**src/rtl/intr_seq_pkg.sv**
```systemverilog
package intr_seq_pkg;

  typedef enum logic [2:0] {
    ST_IDLE,
    ST_PUSH_PSW,
    ST_PUSH_PC,
    ST_VEC_PC,
    ST_VEC_PSW,
    ST_POP_PC,
    ST_POP_PSW
  } seqState_t;

  typedef enum logic [1:0] {
    ADR_PUSH,
    ADR_POP,
    ADR_VEC,
    ADR_VEC2
  } adrSel_t;

  // strobes from control to datapath
  typedef struct packed {
    logic    memReq;
    logic    memWe;
    adrSel_t adrSel;
    logic    wrPsw;
    logic    spDec;
    logic    spInc;
    logic    pcLoad;
    logic    pswLoad;
    logic    vecCapIrq;
    logic    vecCapTrap;
  } dpCtl_t;

endpackage

```
**src/rtl/intr_seq_ctrl.sv**
```systemverilog
module intr_seq_ctrl
  import intr_seq_pkg::*;
(
  input  logic   clk,
  input  logic   rstN,
  input  logic   irqReq,
  input  logic   rtiReq,
  input  logic   instrDone,
  input  logic   traceBit,
  input  logic   memRdy,
  output dpCtl_t ctl,
  output logic   busy,
  output logic   done
);

  seqState_t state, nxt;
  logic irqArm;
  logic idle, startTrap, startRti, startIrq, lastAck;

  always_comb begin
    idle      = (state == ST_IDLE);
    startTrap = idle && instrDone && traceBit;
    startRti  = idle && rtiReq && !startTrap;
    startIrq  = idle && irqReq && (irqArm || instrDone) && !startTrap && !startRti;
    lastAck   = memRdy && ((state == ST_VEC_PSW) || (state == ST_POP_PSW));
  end

  always_comb begin
    nxt = state;
    case (state)
      ST_IDLE: begin
        if (startTrap || startIrq) nxt = ST_PUSH_PSW;
        else if (startRti)         nxt = ST_POP_PC;
      end
      ST_PUSH_PSW: if (memRdy) nxt = ST_PUSH_PC;
      ST_PUSH_PC:  if (memRdy) nxt = ST_VEC_PC;
      ST_VEC_PC:   if (memRdy) nxt = ST_VEC_PSW;
      ST_VEC_PSW:  if (memRdy) nxt = ST_IDLE;
      ST_POP_PC:   if (memRdy) nxt = ST_POP_PSW;
      ST_POP_PSW:  if (memRdy) nxt = ST_IDLE;
      default:     nxt = ST_IDLE;
    endcase
  end

  always_comb begin
    ctl = '0;
    ctl.adrSel = ADR_PUSH;
    case (state)
      ST_PUSH_PSW: begin
        ctl.memReq = 1'b1; ctl.memWe = 1'b1; ctl.wrPsw = 1'b1;
        ctl.adrSel = ADR_PUSH; ctl.spDec = memRdy;
      end
      ST_PUSH_PC: begin
        ctl.memReq = 1'b1; ctl.memWe = 1'b1;
        ctl.adrSel = ADR_PUSH; ctl.spDec = memRdy;
      end
      ST_VEC_PC: begin
        ctl.memReq = 1'b1; ctl.adrSel = ADR_VEC; ctl.pcLoad = memRdy;
      end
      ST_VEC_PSW: begin
        ctl.memReq = 1'b1; ctl.adrSel = ADR_VEC2; ctl.pswLoad = memRdy;
      end
      ST_POP_PC: begin
        ctl.memReq = 1'b1; ctl.adrSel = ADR_POP;
        ctl.pcLoad = memRdy; ctl.spInc = memRdy;
      end
      ST_POP_PSW: begin
        ctl.memReq = 1'b1; ctl.adrSel = ADR_POP;
        ctl.pswLoad = memRdy; ctl.spInc = memRdy;
      end
      default: ;
    endcase
    ctl.vecCapIrq  = startIrq;
    ctl.vecCapTrap = startTrap;
  end

  always_ff @(posedge clk) begin
    if (!rstN) begin
      state  <= ST_IDLE;
      irqArm <= 1'b1;
      done   <= 1'b0;
    end else begin
      state <= nxt;
      done  <= lastAck;
      if (memRdy && state == ST_VEC_PSW) irqArm <= 1'b0;
      else if (instrDone)                irqArm <= 1'b1;
    end
  end

  assign busy = !idle;

  assert_done_after_busy_R11: assert property (@(posedge clk) disable iff (!rstN)
    done |-> (!busy && $past(busy)));

  assert_hold_req_R12: assert property (@(posedge clk) disable iff (!rstN)
    (ctl.memReq && !memRdy) |=> (ctl.memReq && $stable(state) && $stable(ctl.memWe)));

  assert_no_unarmed_irq_R7: assert property (@(posedge clk) disable iff (!rstN)
    (idle && !irqArm && !instrDone && !rtiReq) |=> (state == ST_IDLE));

  assert_trace_wins_R9: assert property (@(posedge clk) disable iff (!rstN)
    (idle && instrDone && traceBit) |=> (state == ST_PUSH_PSW));

endmodule

```
**src/rtl/intr_seq_dp.sv**
```systemverilog
module intr_seq_dp
  import intr_seq_pkg::*;
#(
  parameter int              DATA_W    = 16,
  parameter logic [DATA_W-1:0] TRACE_VEC = 16'h000C,
  parameter int              T_BIT     = 4,
  parameter logic [DATA_W-1:0] SP_RST    = '0,
  parameter logic [DATA_W-1:0] PC_RST    = '0,
  parameter logic [DATA_W-1:0] PSW_RST   = '0
) (
  input  logic              clk,
  input  logic              rstN,
  input  dpCtl_t            ctl,
  input  logic              busy,
  input  logic              memRdy,
  input  logic              ctxLoad,
  input  logic [DATA_W-1:0] spIn,
  input  logic [DATA_W-1:0] pcIn,
  input  logic [DATA_W-1:0] pswIn,
  input  logic [DATA_W-1:0] irqVec,
  input  logic [DATA_W-1:0] memRdata,
  output logic [DATA_W-1:0] memAddr,
  output logic [DATA_W-1:0] memWdata,
  output logic [DATA_W-1:0] spOut,
  output logic [DATA_W-1:0] pcOut,
  output logic [DATA_W-1:0] pswOut,
  output logic              traceBit
);

  localparam int STEP = DATA_W / 8;
  localparam logic [DATA_W-1:0] STEP_V = DATA_W'(STEP);

  logic [DATA_W-1:0] spReg, pcReg, pswReg, vecReg;
  logic ctxWr;

  assign ctxWr = ctxLoad && !busy;

  always_ff @(posedge clk) begin
    if (!rstN) begin
      spReg  <= SP_RST;
      pcReg  <= PC_RST;
      pswReg <= PSW_RST;
    end else if (ctxWr) begin
      spReg  <= spIn;
      pcReg  <= pcIn;
      pswReg <= pswIn;
    end else begin
      if (ctl.spDec)   spReg  <= spReg - STEP_V;
      if (ctl.spInc)   spReg  <= spReg + STEP_V;
      if (ctl.pcLoad)  pcReg  <= memRdata;
      if (ctl.pswLoad) pswReg <= memRdata;
    end
  end

  always_ff @(posedge clk) begin
    if (!rstN)               vecReg <= '0;
    else if (ctl.vecCapTrap) vecReg <= {TRACE_VEC[DATA_W-1:1], 1'b0};
    else if (ctl.vecCapIrq)  vecReg <= {irqVec[DATA_W-1:1], 1'b0};
  end

  always_comb begin
    case (ctl.adrSel)
      ADR_PUSH: memAddr = spReg - STEP_V;
      ADR_POP:  memAddr = spReg;
      ADR_VEC:  memAddr = vecReg;
      default:  memAddr = vecReg + STEP_V;
    endcase
    memWdata = ctl.wrPsw ? pswReg : pcReg;
  end

  assign spOut    = spReg;
  assign pcOut    = pcReg;
  assign pswOut   = pswReg;
  assign traceBit = pswReg[T_BIT];

  assert_sp_step_R2: assert property (@(posedge clk) disable iff (!rstN)
    ((spReg != $past(spReg)) && !$past(ctxWr)) |->
      ((spReg == $past(spReg) - STEP_V) || (spReg == $past(spReg) + STEP_V)));

  assert_vec_even_R4: assert property (@(posedge clk) disable iff (!rstN)
    (ctl.memReq && (ctl.adrSel == ADR_VEC || ctl.adrSel == ADR_VEC2)) |-> !memAddr[0]);

  assert_addr_hold_R12: assert property (@(posedge clk) disable iff (!rstN)
    (ctl.memReq && !memRdy) |=> $stable(memAddr));

  assert_ctx_busy_R10: assert property (@(posedge clk) disable iff (!rstN)
    (busy && !ctl.pcLoad) |=> $stable(pcReg));

endmodule

```
**src/rtl/intr_seq_top.sv**
```systemverilog
module intr_seq_top
  import intr_seq_pkg::*;
#(
  parameter int                DATA_W    = 16,
  parameter logic [DATA_W-1:0] TRACE_VEC = 16'h000C,
  parameter int                T_BIT     = 4
) (
  input  logic              clk,
  input  logic              rstN,
  input  logic              irqReq,
  input  logic [DATA_W-1:0] irqVec,
  input  logic              rtiReq,
  input  logic              instrDone,
  input  logic              ctxLoad,
  input  logic [DATA_W-1:0] spIn,
  input  logic [DATA_W-1:0] pcIn,
  input  logic [DATA_W-1:0] pswIn,
  output logic              memReq,
  output logic              memWe,
  output logic [DATA_W-1:0] memAddr,
  output logic [DATA_W-1:0] memWdata,
  input  logic [DATA_W-1:0] memRdata,
  input  logic              memRdy,
  output logic [DATA_W-1:0] spOut,
  output logic [DATA_W-1:0] pcOut,
  output logic [DATA_W-1:0] pswOut,
  output logic              busy,
  output logic              done
);

  dpCtl_t ctl;
  logic   traceBit;

  intr_seq_ctrl ctrl_i (
    .clk(clk), .rstN(rstN), .irqReq(irqReq), .rtiReq(rtiReq),
    .instrDone(instrDone), .traceBit(traceBit), .memRdy(memRdy),
    .ctl(ctl), .busy(busy), .done(done)
  );

  intr_seq_dp #(
    .DATA_W(DATA_W), .TRACE_VEC(TRACE_VEC), .T_BIT(T_BIT)
  ) dp_i (
    .clk(clk), .rstN(rstN), .ctl(ctl), .busy(busy), .memRdy(memRdy),
    .ctxLoad(ctxLoad), .spIn(spIn), .pcIn(pcIn), .pswIn(pswIn),
    .irqVec(irqVec), .memRdata(memRdata), .memAddr(memAddr),
    .memWdata(memWdata), .spOut(spOut), .pcOut(pcOut), .pswOut(pswOut),
    .traceBit(traceBit)
  );

  assign memReq = ctl.memReq;
  assign memWe  = ctl.memWe;

endmodule

```
**config.mk**
```make
export PLATFORM = sky130hd
export DESIGN_NAME = intr_seq_top
export DESIGN_NICKNAME = d
export VERILOG_FILES = /design/src/rtl/intr_seq_pkg.sv /design/src/rtl/intr_seq_ctrl.sv /design/src/rtl/intr_seq_dp.sv /design/src/rtl/intr_seq_top.sv
export SDC_FILE = /design/constraint.sdc
export NUM_CORES = 1
export LEC_CHECK = 0
export CORE_UTILIZATION = 45
export CTS_CLUSTER_SIZE = 25
export DETAILED_ROUTE_END_ITERATION = 7
export DONT_BUFFER_PORTS = 1
export GPL_TIMING_DRIVEN = 1
export HOLD_SLACK_MARGIN = 0.06
export PLACE_DENSITY = 0.68
export SLEW_MARGIN = 5
export SYNTH_ARGS = -nofsm -noshare
export SYNTH_HDL_FRONTEND = slang
export SYNTH_HIERARCHICAL = 1
export SYNTH_SLANG_ARGS = --single-unit
```
**constraint.sdc**
```tcl
create_clock -name clk -period 5.67 [get_ports clk]
set_clock_uncertainty 0.1 [all_clocks]
set_input_delay 1.701 -clock clk [delete_from_list [all_inputs] [get_ports clk]]
set_output_delay 1.701 -clock clk [all_outputs]
set_load 0.05 [all_outputs]
```
* Word level (Yosys, flattened, before mapping)
Index checks and enable logic that the tools add are counted.
** Word-level totals
- Bits in registers :: 68
- Input bits :: 87
- Word-level logic and storage cells :: 86
** Operators by class
- Add/sub/neg operators :: 3
- Equal/unequal tests :: 14
- Muxes and demuxes :: 29
- Bitwise gates (word level) :: 1
- Reductions and logical operators :: 31
** Operators by type and width (count)
- two-way mux 16 bit :: 8
- case mux 16 bit (3 select lines) :: 1
- adder 16 x 2 -> 16 bit, second input constant :: 2
- two-way mux 3 bit :: 7
- case mux 3 bit (6 select lines) :: 1
- subtractor 16 x 2 -> 16 bit, second input constant :: 1
- logical AND 1 bit :: 11
- OR reduction 2 bit :: 5
- == test 3 bit, second input constant :: 3
- two-way mux 1 bit :: 9
- two-way mux 4 bit :: 2
- != test 2 bit, second input constant :: 4
- nonzero test 2 bit :: 4
- == test 3 x 2 -> 1 bit, second input constant :: 2
- case mux 2 bit (3 select lines) :: 1
- AND reduction 6 bit :: 1
- OR reduction 6 bit :: 1
- == test 3 x 1 -> 1 bit, second input constant :: 1
- logical NOT 1 bit :: 3
- logical NOT 3 bit :: 1
- logical OR 1 bit :: 3
- != test 3 bit, second input constant :: 1
- nonzero test 3 bit :: 1
- == test 2 x 1 -> 1 bit, second input constant :: 1
- 4 further kinds :: 4

* Depth between registers and ports, before layout
- Word-level depth :: 10
- Gate-level depth with buffers :: 10
- Mapped depth without buffers :: 8

* Cells and area by module
Netlist, hierarchy kept.
** By module, submodules not included
- intr_seq_dp :: times used 1, cells each 504, area each 4259.1 um^2, sequential area each 1261.2 um^2
- intr_seq_ctrl :: times used 1, cells each 58, area each 434.2 um^2, sequential area each 100.1 um^2

* Worst setup path before layout
No wires, ideal clock.
- Path kind :: register -> output
- Start point :: reg ctrl_i.state[2]
- End point :: out memAddr[14]
- Arrival :: 2.986 ns
- Required time :: 3.869 ns
- Setup slack :: 0.883 ns
- Cell stages (with the launch flop) :: 8
- Buffers on the path :: 1
- Cells stage by stage :: dfxtp_1 > buf_6 > a21boi_0 > nand4_1 > nor2_2 > nand2_1 > or4_1 > a31oi_1
** RTL lines
- start, declared :: line intr_seq_ctrl.sv:16 : seqState_t state, nxt;
- start signal, assigned :: line intr_seq_ctrl.sv:83 : state <= nxt;
- end, declared :: line intr_seq_top.sv:20 : output logic [DATA_W-1:0] memAddr,

==> flow_summary.toml <==
[synth]
synthCells = 562
synth.avg_cell_area_um2 = 8.35
synth-edff-count = 0
syn_nets = 652
ys.flop_type = "dfxtp_1"
syn-cell-area_um2 = 4690
ys_seq_area_share_pct = 29.0
synth_cell_types = 67
yosysWarnings = 6
ys_seq_elements = 68
synthArstFlopShare_pct = 0

[global_routing]
grt_max_degree = 57
antenna_found_initial = 2
grt_pass1_wl_um = 20700
overflow = 0
first_global_vias = 4071
gr-usage-all-layers_pct = 23.6

[sta]
setup_violations = 0
setup-tns-final_ns = 0
max_slew.worst_pin.slew_ns = 1.14
hold_viol_final = 0
slew_headroom_pct = 24.1
rsz0062_at_grt = "false"
post-route-period-util_pct = 85.7
whs_ns = 0.399
final_max_slew_viol_count = 0
period_needed_ns = 4.86
fmax_mhz = 206

[hold_path]
min_path_cells = 2
hold_path.startpoint = "ctrl_i/irqArm"
min_to = "ctrl_i/irqArm"
hold_class = "reg -> reg"

[clock_tree]
cts-htree-levels = 3
cts_resized = 0
cts_buffer_depth = 2
post_cts_buffers = 0
cts_sinks = 68
clkLatencyLatePin_ns = 0.35
cts-root-buf = "clkbuf_8"
clk_pin_slew_ns = 0.08
cts_tree = "done"
cts-hold-fix-buffers = 0
numCtsBuffers = 9

[flow_run]
maxCapViolations = 0

[floorplanning]
core_um2 = 9950
die_h_um = 104
rows = 36
pin_count = 171
die_w_um = 104
die_area_um2 = 10800
initial_core_util_pct = 47.1

[run_status]
status = "complete, no violations"

[setup_path]
reg2reg_setup_slack_ns = 2.29
critPathBufInv = 1
cp.arrival_ns = 3.06
r2r_end = "dp_i/spOut[15]"
worstPathRequired_ns = 3.87
cp_slowest_cell = "dfxtp_1"
r2r_start = "ctrl_i/state[0]"
critPathKind = "reg -> out"
cp_top_family = "simple AND/OR/NAND/NOR gates"
end_kind = "output port"
path_max_fanout = 12
cp-start-kind = "register"
crit_path_cell_trace = "a21boi_1 -> nand4_1 -> nor2_2 -> nand2_1 -> or4_1 -> a31oi_1 -> buf_4"
reg2reg_depth = 7
max_stage_delay_ns = 0.60

[drt]
viasPerCell = 6.18
vias = 4197
drt_pass1_iterations = 5
drt_wl_total_um = 13000
antenna_left = 0
drcViolationCount = 0
wl_per_cell_um = 19.1
drt_first_iter_violations = 437

[place]
post_dp_cell_area_um2 = 4770
routabilityCongestion = 0.871
hpwl_um = 9370
portBuffers = 0

[cells_and_area]
fin_util_pct = 49.9
final_cell_area_um2 = 4970
drive_above_1_share_pct = 13.8
fin_nets = 630
syn_to_final_growth_pct = 5.92
fill_cells = 949
==> stage by stage <==
| stage | std cells | worst slack (ns) |
|---|---|---|
| 6_report | 679 | 0.809 |
| 5_1_grt | 679 | 0.568 |
| 4_1_cts | 678 | 0.825 |
| 3_5_place_dp | 662 | 1.23 |
| 3_3_place_gp | 662 | 1.29 |
| 2_1_floorplan | 562 | 0.883 |
==> cell families after synthesis <==
family / share of synthesized area, %
AND/OR/NAND/NOR: 23.6
AO/OA/AOI/OAI: 19.2
multiplexers: 15.5
XOR/XNOR: 5.60
flip-flops: 29.0
adder cells (fa/ha/maj): 0.800
buffers and inverters: 6.35
==> area by class of cell <==
type | instances | area (µm²) | area share, %
clock buffers | 9 | 124 | 2.49
multi-input cells | 430 | 3050 | 61.4
flip-flops and latches | 68 | 1360 | 27.4
repair buffers | 19 | 143 | 2.87
inverters | 12 | 47.5 | 0.956
diodes | 1 | 2.50 | 0.0503
clock inverters | 7 | 75.1 | 1.51
well taps | 133 | 166 | 3.35
==> registers in the layout, indices dropped and copies added, names as in the netlist <==
signal / count
dp_i/pcOut: 16
ctrl_i/irqArm: 1
ctrl_i/done: 1
dp_i/vecReg: 15
dp_i/spOut: 16
dp_i/pswOut: 16
ctrl_i/state: 3
==> worst reg2reg max path, delay by kind of cell, from the launching register on <==
family | cells | cell delay [ns]
flops | 1 | 0.69
compound gates | 2 | 0.48
simple gates | 3 | 1.00
buf+inv | 2 | 1.01
==> worst max path at each step <==
stage / start / to / slack, ns / cells after the start
2_1_floorplan: ctrl_i/state[2] / memAddr[14] / 0.88 / 7
3_3_place_gp: dp_i/spOut[2] / memAddr[11] / 1.29 / 8
3_5_place_dp: ctrl_i/state[2] / memAddr[14] / 1.23 / 7
4_1_cts: ctrl_i/state[2] / memAddr[14] / 0.83 / 7
5_1_grt: ctrl_i/state[2] / memAddr[14] / 0.57 / 7
6_report: ctrl_i/state[2] / memAddr[14] / 0.81 / 7
==> Yosys cell counts (all sizes together) (12+ instances only) <==
| cell type | count | share of area (%) |
|---|---|---|
| a21oi | 18 | 1.9 |
| and3 | 12 | 1.6 |
| buf | 26 | 3.3 |
| clkbuf | 26 | 2.1 |
| dfxtp | 68 | 29 |
| inv | 12 | 1.0 |
| mux2 | 18 | 4.3 |
| mux2i | 50 | 11 |
| nand2 | 68 | 5.4 |
| nand3 | 16 | 1.7 |
| nand4 | 14 | 1.9 |
| nor2 | 37 | 3.1 |
| nor3 | 17 | 2.6 |
| o211a | 32 | 6.8 |
| o21ai | 26 | 2.8 |
| xnor2 | 17 | 3.2 |
| xor2 | 13 | 2.4 |
==> metal layers <==
| layer | track usage, % | wire, µm |
|---|---|---|
| met5 | 0 | 13 |
| met2 | 39.0 | 6200 |
| met4 | 9.08 | 271 |
| met3 | 7.52 | 1180 |
| met1 | 28.3 | 5290 |
==> cell usage in the layout (no fill, tap or decap), drive strengths merged, types with 2 or more instances in the layout <==
master / n
nand2: 68
dfxtp: 68
mux2i: 50
nor2: 37
o211a: 32
o21ai: 26
buf: 19
mux2: 18
a21oi: 18
xnor2: 17
nor3: 17
nand3: 16
nand4: 14
inv: 14
xor2: 13
and3: 12
clkbuf: 9
o21a: 7
a31oi: 6
nand2b: 6
a21boi: 6
nor4: 6
nor2b: 5
and2: 5
o211ai: 4
o31ai: 4
clkinvlp: 3
or3: 3
nand4b: 3
ha: 3
nand3b: 2
o21bai: 2
a311oi: 2
a221o: 2
a22oi: 2
or2: 2
nor3b: 2
or4: 2
nor4b: 2
Power is left out: the tool's default activity adds up to more than one toggle a clock period on the data nets, which glitch-free logic cannot reach.
